<file path="src/rtl/sys2per_pkg.sv">
package sys2per_pkg;

   typedef enum logic [1:0] {
      PH_IDLE   = 2'd0,
      PH_SETUP  = 2'd1,
      PH_ACCESS = 2'd2
   } apb_phase_e;

   typedef enum logic [1:0] {
      K_READ    = 2'd0,
      K_WR_WAIT = 2'd1,
      K_WR_POST = 2'd2
   } req_kind_e;

   function automatic req_kind_e classify(input logic is_write, input logic is_posted);
      if (!is_write)     return K_READ;
      else if (is_posted) return K_WR_POST;
      else               return K_WR_WAIT;
   endfunction

endpackage

</file>
<file path="src/rtl/sys2per_tick.sv">
module sys2per_tick #(
   parameter int unsigned RATIO = 4
) (
   input  logic clk,
   input  logic rst_n,
   output logic tick_o
);
   generate
      if (RATIO == 1) begin : g_full_rate
         assign tick_o = 1'b1;
      end else begin : g_divided
         localparam int unsigned CW = $clog2(RATIO);
         localparam logic [CW-1:0] LAST = CW'(RATIO - 1);
         logic [CW-1:0] cnt_q;

         always_ff @(posedge clk or negedge rst_n) begin
            if (!rst_n)             cnt_q <= '0;
            else if (cnt_q == LAST) cnt_q <= '0;
            else                    cnt_q <= cnt_q + 1'b1;
         end

         assign tick_o = (cnt_q == LAST);
      end
   endgenerate
endmodule

</file>
<file path="src/rtl/sys2per_slot.sv">
module sys2per_slot
   import sys2per_pkg::*;
#(
   parameter int unsigned AW = 12,
   parameter int unsigned DW = 32
) (
   input  logic          clk,
   input  logic          rst_n,
   input  logic          req_valid_i,
   input  logic          req_write_i,
   input  logic          req_posted_i,
   input  logic [AW-1:0] req_addr_i,
   input  logic [DW-1:0] req_wdata_i,
   input  logic          release_i,
   output logic          req_ready_o,
   output logic          accept_o,
   output logic          full_o,
   output req_kind_e     kind_o,
   output logic [AW-1:0] addr_o,
   output logic [DW-1:0] wdata_o
);
   logic          full_q;
   req_kind_e     kind_q;
   logic [AW-1:0] addr_q;
   logic [DW-1:0] wdata_q;

   assign accept_o    = req_valid_i & ~full_q;
   assign req_ready_o = ~full_q;

   always_ff @(posedge clk or negedge rst_n) begin
      if (!rst_n) begin
         full_q  <= 1'b0;
         kind_q  <= K_READ;
         addr_q  <= '0;
         wdata_q <= '0;
      end else if (accept_o) begin
         full_q  <= 1'b1;
         kind_q  <= classify(req_write_i, req_posted_i);
         addr_q  <= req_addr_i;
         wdata_q <= req_write_i ? req_wdata_i : '0;
      end else if (release_i) begin
         full_q  <= 1'b0;
      end
   end

   assign full_o  = full_q;
   assign kind_o  = kind_q;
   assign addr_o  = addr_q;
   assign wdata_o = wdata_q;
endmodule

</file>
<file path="src/rtl/sys2per_seq.sv">
module sys2per_seq
   import sys2per_pkg::*;
(
   input  logic clk,
   input  logic rst_n,
   input  logic tick_i,
   input  logic pending_i,
   input  logic pready_i,
   output logic psel_o,
   output logic penable_o,
   output logic done_o
);
   apb_phase_e phase_q, phase_d;

   assign done_o = (phase_q == PH_ACCESS) && tick_i && pready_i;

   always_comb begin
      phase_d = phase_q;
      unique case (phase_q)
         PH_IDLE:   if (tick_i && pending_i) phase_d = PH_SETUP;
         PH_SETUP:  if (tick_i)              phase_d = PH_ACCESS;
         PH_ACCESS: if (done_o)              phase_d = PH_IDLE;
         default:                            phase_d = PH_IDLE;
      endcase
   end

   always_ff @(posedge clk or negedge rst_n) begin
      if (!rst_n) phase_q <= PH_IDLE;
      else        phase_q <= phase_d;
   end

   assign psel_o    = (phase_q != PH_IDLE);
   assign penable_o = (phase_q == PH_ACCESS);
endmodule

</file>
<file path="src/rtl/sys2per_resp.sv">
module sys2per_resp
   import sys2per_pkg::*;
#(
   parameter int unsigned DW = 32
) (
   input  logic          clk,
   input  logic          rst_n,
   input  logic          accept_i,
   input  logic          req_write_i,
   input  logic          req_posted_i,
   input  logic          done_i,
   input  req_kind_e     kind_i,
   input  logic [DW-1:0] prdata_i,
   input  logic          pslverr_i,
   output logic          rsp_valid_o,
   output logic [DW-1:0] rsp_rdata_o,
   output logic          rsp_err_o,
   output logic          post_err_o
);
   logic          valid_q, err_q, sticky_q;
   logic [DW-1:0] rdata_q;

   always_ff @(posedge clk or negedge rst_n) begin
      if (!rst_n) begin
         valid_q  <= 1'b0;
         rdata_q  <= '0;
         err_q    <= 1'b0;
         sticky_q <= 1'b0;
      end else begin
         valid_q <= 1'b0;
         if (accept_i && req_write_i && req_posted_i) begin
            valid_q <= 1'b1;
            rdata_q <= '0;
            err_q   <= 1'b0;
         end else if (done_i && kind_i != K_WR_POST) begin
            valid_q <= 1'b1;
            rdata_q <= (kind_i == K_READ) ? prdata_i : '0;
            err_q   <= pslverr_i;
         end
         if (done_i && kind_i == K_WR_POST && pslverr_i) sticky_q <= 1'b1;
      end
   end

   assign rsp_valid_o = valid_q;
   assign rsp_rdata_o = rdata_q;
   assign rsp_err_o   = err_q;
   assign post_err_o  = sticky_q;
endmodule

</file>
<file path="src/rtl/sys2per_bridge.sv">
module sys2per_bridge
   import sys2per_pkg::*;
#(
   parameter int unsigned AW    = 12,
   parameter int unsigned DW    = 32,
   parameter int unsigned RATIO = 4
) (
   input  logic          clk,
   input  logic          rst_n,
   input  logic          req_valid,
   output logic          req_ready,
   input  logic [AW-1:0] req_addr,
   input  logic          req_write,
   input  logic [DW-1:0] req_wdata,
   input  logic          req_posted,
   output logic          rsp_valid,
   output logic [DW-1:0] rsp_rdata,
   output logic          rsp_err,
   output logic          post_err,
   output logic          pclk_en,
   output logic          psel,
   output logic          penable,
   output logic [AW-1:0] paddr,
   output logic          pwrite,
   output logic [DW-1:0] pwdata,
   input  logic [DW-1:0] prdata,
   input  logic          pready,
   input  logic          pslverr
);
   initial begin
      assert (RATIO >= 1) else $fatal(1, "RATIO must be at least 1");
      assert (AW >= 2)    else $fatal(1, "AW must be at least 2");
      assert (DW >= 8 && (DW % 8) == 0) else $fatal(1, "DW must be a whole number of bytes");
   end

   logic      accept, full, done;
   req_kind_e kind;

   sys2per_tick #(.RATIO(RATIO)) u_tick (
      .clk    (clk),
      .rst_n  (rst_n),
      .tick_o (pclk_en)
   );

   sys2per_slot #(.AW(AW), .DW(DW)) u_slot (
      .clk          (clk),
      .rst_n        (rst_n),
      .req_valid_i  (req_valid),
      .req_write_i  (req_write),
      .req_posted_i (req_posted),
      .req_addr_i   (req_addr),
      .req_wdata_i  (req_wdata),
      .release_i    (done),
      .req_ready_o  (req_ready),
      .accept_o     (accept),
      .full_o       (full),
      .kind_o       (kind),
      .addr_o       (paddr),
      .wdata_o      (pwdata)
   );

   sys2per_seq u_seq (
      .clk       (clk),
      .rst_n     (rst_n),
      .tick_i    (pclk_en),
      .pending_i (full),
      .pready_i  (pready),
      .psel_o    (psel),
      .penable_o (penable),
      .done_o    (done)
   );

   sys2per_resp #(.DW(DW)) u_resp (
      .clk          (clk),
      .rst_n        (rst_n),
      .accept_i     (accept),
      .req_write_i  (req_write),
      .req_posted_i (req_posted),
      .done_i       (done),
      .kind_i       (kind),
      .prdata_i     (prdata),
      .pslverr_i    (pslverr),
      .rsp_valid_o  (rsp_valid),
      .rsp_rdata_o  (rsp_rdata),
      .rsp_err_o    (rsp_err),
      .post_err_o   (post_err)
   );

   assign pwrite = (kind != K_READ);
endmodule

</file>
<file path="config.mk">
export PLATFORM = sky130hd
export DESIGN_NAME = sys2per_bridge
export DESIGN_NICKNAME = d
export VERILOG_FILES = /design/src/rtl/sys2per_pkg.sv /design/src/rtl/sys2per_tick.sv /design/src/rtl/sys2per_slot.sv /design/src/rtl/sys2per_seq.sv /design/src/rtl/sys2per_resp.sv /design/src/rtl/sys2per_bridge.sv
export SDC_FILE = /design/constraint.sdc
export NUM_CORES = 1
export LEC_CHECK = 0
export ABC_AREA = 0
export CAP_MARGIN = 10
export CORE_ASPECT_RATIO = 1.25
export CORE_MARGIN = 2
export CORE_UTILIZATION = 40
export CTS_BUF_LIST = sky130_fd_sc_hd__clkbuf_2
export DETAILED_ROUTE_END_ITERATION = 10
export PLACE_DENSITY_LB_ADDON = 0.05
export SYNTH_ARGS = -nofsm -noshare
export SYNTH_HDL_FRONTEND = slang
export SYNTH_SLANG_ARGS = --single-unit
</file>
<file path="constraint.sdc">
create_clock -name clk -period 2.6 [get_ports clk]
set_input_delay 0.26 -clock clk [delete_from_list [all_inputs] [get_ports clk]]
set_output_delay 0.26 -clock clk [all_outputs]
set_load 0.005 [all_outputs]
</file>
Word-level counts from Yosys, hierarchy flattened
Cells that the tools add are included.

storage, ports and cells
  bits in latches = 0
  memory bits (writable) = 0
  memory bits (read-only) = 0
  memories kept = 0
  register bits after elaboration = 86
  output and inout bits = 84

cells by class
  divide/modulo/power cells = 0
  bitwise gates (word level) = 2
  multiply operators = 0
  $lt $le $gt $ge = 0
  add/subtract/negate cells = 1
  muxes and demuxes = 17
  shifts and indexed selects = 0
  reduce and logical (&&, ||, !) cells = 15
  equality and inequality tests = 8

operators with widths
  kind                                                                      count
  32-bit two-way mux                                                        4
  2-bit two-way mux                                                         6
  1-bit logical AND                                                         8
  2-bit nonzero test                                                        4
  2-bit == test (second input constant)                                     3
  1-bit two-way mux                                                         6
  2-bit by 1-bit inequality test with 1-bit output (second input constant)  3
  2-bit one-hot mux with 3 select lines                                     1
  2-bit logical NOT                                                         2
  3-bit AND reduction                                                       1
  2-bit by 1-bit adder with 2-bit output (second input constant)            1
  2-bit by 1-bit == test with 1-bit output (second input constant)          1
  2-bit inequality test (second input constant)                             1
  1-bit bitwise AND                                                         1
  1-bit inverter                                                            1

Logic depth before layout (Yosys ltp)
  depth after elaboration = 6
  gate-level depth with buffers = 6
  depth with buffers taken out = 4

Cells and area by module
Synthesis repeated with hierarchy kept, for this count alone.

unflattened totals
  cells, all modules = 271
  area, all modules = 3507.1 um^2

modules (own cells, without submodules)
  module          cells each  instances  area each (um^2)
  sys2per_slot    172         1          2016.9
  sys2per_resp    83          1          1311.3
  sys2per_seq     11          1          106.4
  sys2per_tick    4           1          66.3
  sys2per_bridge  1           1          6.3

Least setup slack after synthesis
Ideal clock, no wire load.

  kind = register to register
  from = register u_tick.g_divided.cnt_q[0]
  to = register u_resp.rdata_q[22] (netlist: u_resp.rsp_rdata_o[22])
  library setup time = 0.082 ns
  period minus slack after synthesis = 1.663 ns
  data arrival time = 1.581 ns
  cell stages (with the launch flop) = 6
  required time = 2.518 ns
  setup slack = 0.937 ns
  path through = dfrtp_1 > ha_1 > nand4b_4 > clkbuf_2 > or4b_1 > a31oi_1

between the ends
  word-level cells in the longest chain between the ends = 5

ends and longest elaborated chain
  what                            RTL line              source
  from (decl)                     sys2per_tick.sv:14    logic [CW-1:0] cnt_q;
  from (signal assigned)          sys2per_tick.sv:19    else cnt_q <= cnt_q + 1'b1;
  2-bit == test                   sys2per_tick.sv:22    assign tick_o = (cnt_q == LAST);
  via pclk_en                     sys2per_bridge.sv:20  output logic pclk_en,
  1-bit logical AND (2 in a row)  sys2per_seq.sv:15     assign done_o = (phase_q == PH_ACCESS) && tick_i && pready_i;
  1-bit logical AND               sys2per_resp.sv:35    end else if (done_i && kind_i != K_WR_POST) begin
  2-bit nonzero test (no line)    --
  to (signal assigned)            sys2per_resp.sv:37    rdata_q <= (kind_i == K_READ) ? prdata_i : '0;
  to (decl)                       sys2per_resp.sv:21    logic [DW-1:0] rdata_q;

The timed path passes the listed nets, and every way through them passes these cells.
A chain may end at the register's enable or synchronous reset.

Worst setup path after layout
  from = register u_slot.kind_q[1] (netlist: u_slot.kind_o[1])
  to = output port pwrite

between the ends
  word-level cells in the longest chain between the ends = 1

ends and longest elaborated chain
  what                    RTL line              source
  from (decl)             sys2per_slot.sv:23    req_kind_e kind_q;
  from (signal assigned)  sys2per_slot.sv:38    kind_q <= classify(req_write_i, req_posted_i);
  2-bit nonzero test      sys2per_bridge.sv:89  assign pwrite = (kind != K_READ);
  to (decl)               sys2per_bridge.sv:24  output logic pwrite,

Every way passes these cells.

==> impl_metrics.csv <==
group,metric,value,unit
status,run_status,"completed",
flow_run,timing.max_cap.violations,0,
drt,met2_wire_len,4.90,mm
finish,finalNetCount,623,
setup_path,worstPathRequired,2340,ps
finish,diodes,0,
setup_path,setup.worst_path.end_class,"output pin",
synth,dominantRegCellSynth,"sky130_fd_sc_hd__dfrtp_1",
finish,area_growth_syn_to_layout,50.8,%
cts,cts_root_buffer,"sky130_fd_sc_hd__clkbuf_2",
sta,drv_slew,0,
cts,tritoncts,"done",
finish,utilization,62.1,%
setup_path,critical_path.startpoint_type,"flop",
synth,post-synth-top-area-fraction,57.3,%
die,initial_util,41.2,%
die,die_area,10200,sq um
synth,synth.ff_latch_count,86,
synth,postSynth.asyncResetShare,100,%
synth,number_of_distinct_library_cells_after_synthesis,25,
synth,syn_nets,468,
drt,routed_via_density,4.98,
sta,worst_pin_slew,664,ps
drt,drt-initial-drc-count,203,
synth,netlist_area,3760,sq um
global_routing,groute.usage.overall,19.6,%
cts,cts_inserted_buffers,9,
drt,routed_wirelength,9.80,mm
sta,final-setup-viol-count,0,
drt,drt-met1-wl,4.03,mm
placed_design,finalWeightedCongestion,0.738,
sta,fin_setup_tns,0,ps
cts,clk_latency,510,ps
global_routing,grt_antenna_before_repair,0,
cts,clock_path_buffers,2,
sta,clock.fmax,452,MHz
synth,post_synth_most_frequent_cells,"sky130_fd_sc_hd__nand2_1, sky130_fd_sc_hd__dfrtp_1, sky130_fd_sc_hd__o21ai_0",
sta,post-route-period-util,85.0,%
global_routing,grt_pass1_vias,3197,
synth,mapped_cells,384,
drt,drt_pre_antenna_iters,6,
cts,cts.clk_slew.worst_paths,210,ps
sta,final.min_clock_period,2210,ps
finish,n_fill_cell,827,
drt,postRouteAntennaNets,0,
die,row_count,39,
global_routing,global_route_wire_length_before_repair,16.0,mm
drt,topRoutingLayerUsed,"met4",
synth,synth.yosys.seq_area_share,57.3,%
cts,cts.repair_timing.setup_buffer_count,0,
setup_path,worstPathArrival,1950,ps
synth,synth.most_common_cell,"sky130_fd_sc_hd__nand2_1",
placed_design,port_buffers,166,
sta,max_slew_margin,55.7,%
sta,postLayoutSetupSlackWorst,389,ps
cts,numClockSinks,86,
sta,unrepaired_setup_endpoints_after_global_routing,"no",
drt,drt_drc_violations_left,0,
setup_path,worstPathMaxFanout,33,
drt,wire_per_inst,14.7,um
cts,htreeDepth,3,
drt,dr_vias,3321,
synth,synthesis.yosys.warnings,0,
power,cellLeakagePower,0.00246,uW
sta,final.setup_skew,23.8,ps
die,die_h,112,um
die,core-area,9130,sq um
placed_design,detailed_place_hpwl,6.79,mm
die,top_level_ports,167,
placed_design,post-place-ws,422,ps
finish,drive_above_1_share,9.38,%
worst_hold_path,hold_crit_class,"input port to async pin",
die,chipWidth,90.7,um
global_routing,grt_overflow_total,0,
synth,synth_largest_area_cell,"sky130_fd_sc_hd__dfrtp_1",
power,pwr_density_cell,888,nW/um^2
synth,netlist_top_cells_area,"sky130_fd_sc_hd__dfrtp_1, sky130_fd_sc_hd__nand2_1, sky130_fd_sc_hd__or4b_1",
sta,hold_violations,0,
global_routing,grt_start_max_net_pins,53,
power,power.ir.vdd_worst,0.000510,V
setup_path,critical_path_class,"flop to output pin",
synth,syn-mean-instance-area,9.79,sq um
synth,count_of_flip_flops_with_a_built_in_enable_after_synthesis,0,
drt,met3_length,726,um
[metal layers]
layer	track usage [%]	up-vias
li1	-	1635
met1	24.6	1566
met2	32.4	111
met3	5.50	9
met4	7.38	0
met5	0	-
[critical path, cell delays in order (launching register included)]
cell and delay [ps]:
sky130_fd_sc_hd__dfrtp_2 700, sky130_fd_sc_hd__nor2_1 180, sky130_fd_sc_hd__inv_1 90, sky130_fd_sc_hd__clkdlybuf4s50_1 500
[cells in the final DEF, fill, tap and decap left out, types with 2 or more instances in the layout]
master / n
sky130_fd_sc_hd__a31oi_1: 32
sky130_fd_sc_hd__buf_12: 3
sky130_fd_sc_hd__buf_4: 7
sky130_fd_sc_hd__clkbuf_2: 10
sky130_fd_sc_hd__clkdlybuf4s50_1: 165
sky130_fd_sc_hd__clkinv_1: 2
sky130_fd_sc_hd__clkinv_2: 3
sky130_fd_sc_hd__dfrtp_1: 85
sky130_fd_sc_hd__inv_1: 2
sky130_fd_sc_hd__mux2_2: 13
sky130_fd_sc_hd__nand2_1: 134
sky130_fd_sc_hd__nand3_1: 2
sky130_fd_sc_hd__nor2_1: 3
sky130_fd_sc_hd__o21ai_0: 36
sky130_fd_sc_hd__or4b_1: 23
sky130_fd_sc_hd__or4b_2: 7
[per-stage QoR]
step                      std cells  power (uW)  instance area [sq um]  hold slack, ps
after global routing            667        5420                   5670             212
after detailed placement        650        4460                   5550             334
after CTS                       667        5110                   5670             211
after global placement          650        4400                   5550             337
final                           667        5030                   5670             275
after floorplan                 384        3020                   3760           -35.6
[report_power, final]
group          switching [uW]  internal (uW)
clock                     431            216
sequential                353           1830
combinational             853           1350
[state kept, by name, summed over array words and instances (netlist names)]
signal                  cells
u_seq.phase_q               2
u_resp.rsp_valid_o          1
u_slot.wdata_o             32
u_slot.addr_o              12
u_resp.post_err_o           1
u_tick.g_divided.cnt_q      2
u_resp.rsp_rdata_o         32
u_resp.rsp_err_o            1
u_slot.full_o               1
u_slot.kind_o               2
[repair_timing]
item                       4_1_cts  5_1_grt
hold buffers                     1        0
setup endpoints to repair        0        1
resized for setup                0        1
hold endpoints to repair        49        0
[final timing paths]
check                                           from                         to  slack, ps  cells after the start
hold reg to reg            u_tick.g_divided.cnt_q[0]  u_tick.g_divided.cnt_q[0]        450                      1
hold / removal                                 rst_n      u_resp.rsp_rdata_o[8]        280                      2
min in group clk                        req_wdata[6]          u_slot.wdata_o[6]        280                      3
max in group asynchronous                      rst_n         u_slot.wdata_o[31]       1680                      3
setup / recovery                    u_slot.kind_o[1]                     pwrite        390                      3
setup reg to reg           u_tick.g_divided.cnt_q[0]      u_resp.rsp_rdata_o[1]        470                      5
[layout make-up]
cell class / count / area, sq um / share of cell area, %
Sequential cell: 86 / 2150 / 38.0
Timing Repair Buffer: 176 / 1770 / 31.3
Clock inverter: 6 / 52.6 / 0.927
Clock buffer: 10 / 50.0 / 0.883
Multi-Input combinational cell: 264 / 1480 / 26.0
Tap cell: 123 / 154 / 2.72
Inverter: 2 / 7.51 / 0.132
[kinds of logic (layout without fill, tap and decap cells)]
group / Yosys count / in the layout / synth area share (%)
and+or+nand+nor: 178 / 178 / 24.0
buffers and inverters: 34 / 194 / 3.69
DFF: 86 / 86 / 57.3
AOI/OAI and AO/OA: 72 / 72 / 10.9
muxes: 13 / 13 / 3.89
adders and majority gates: 1 / 1 / 0.333
No activity file was read; power rests on OpenSTA's default activity.
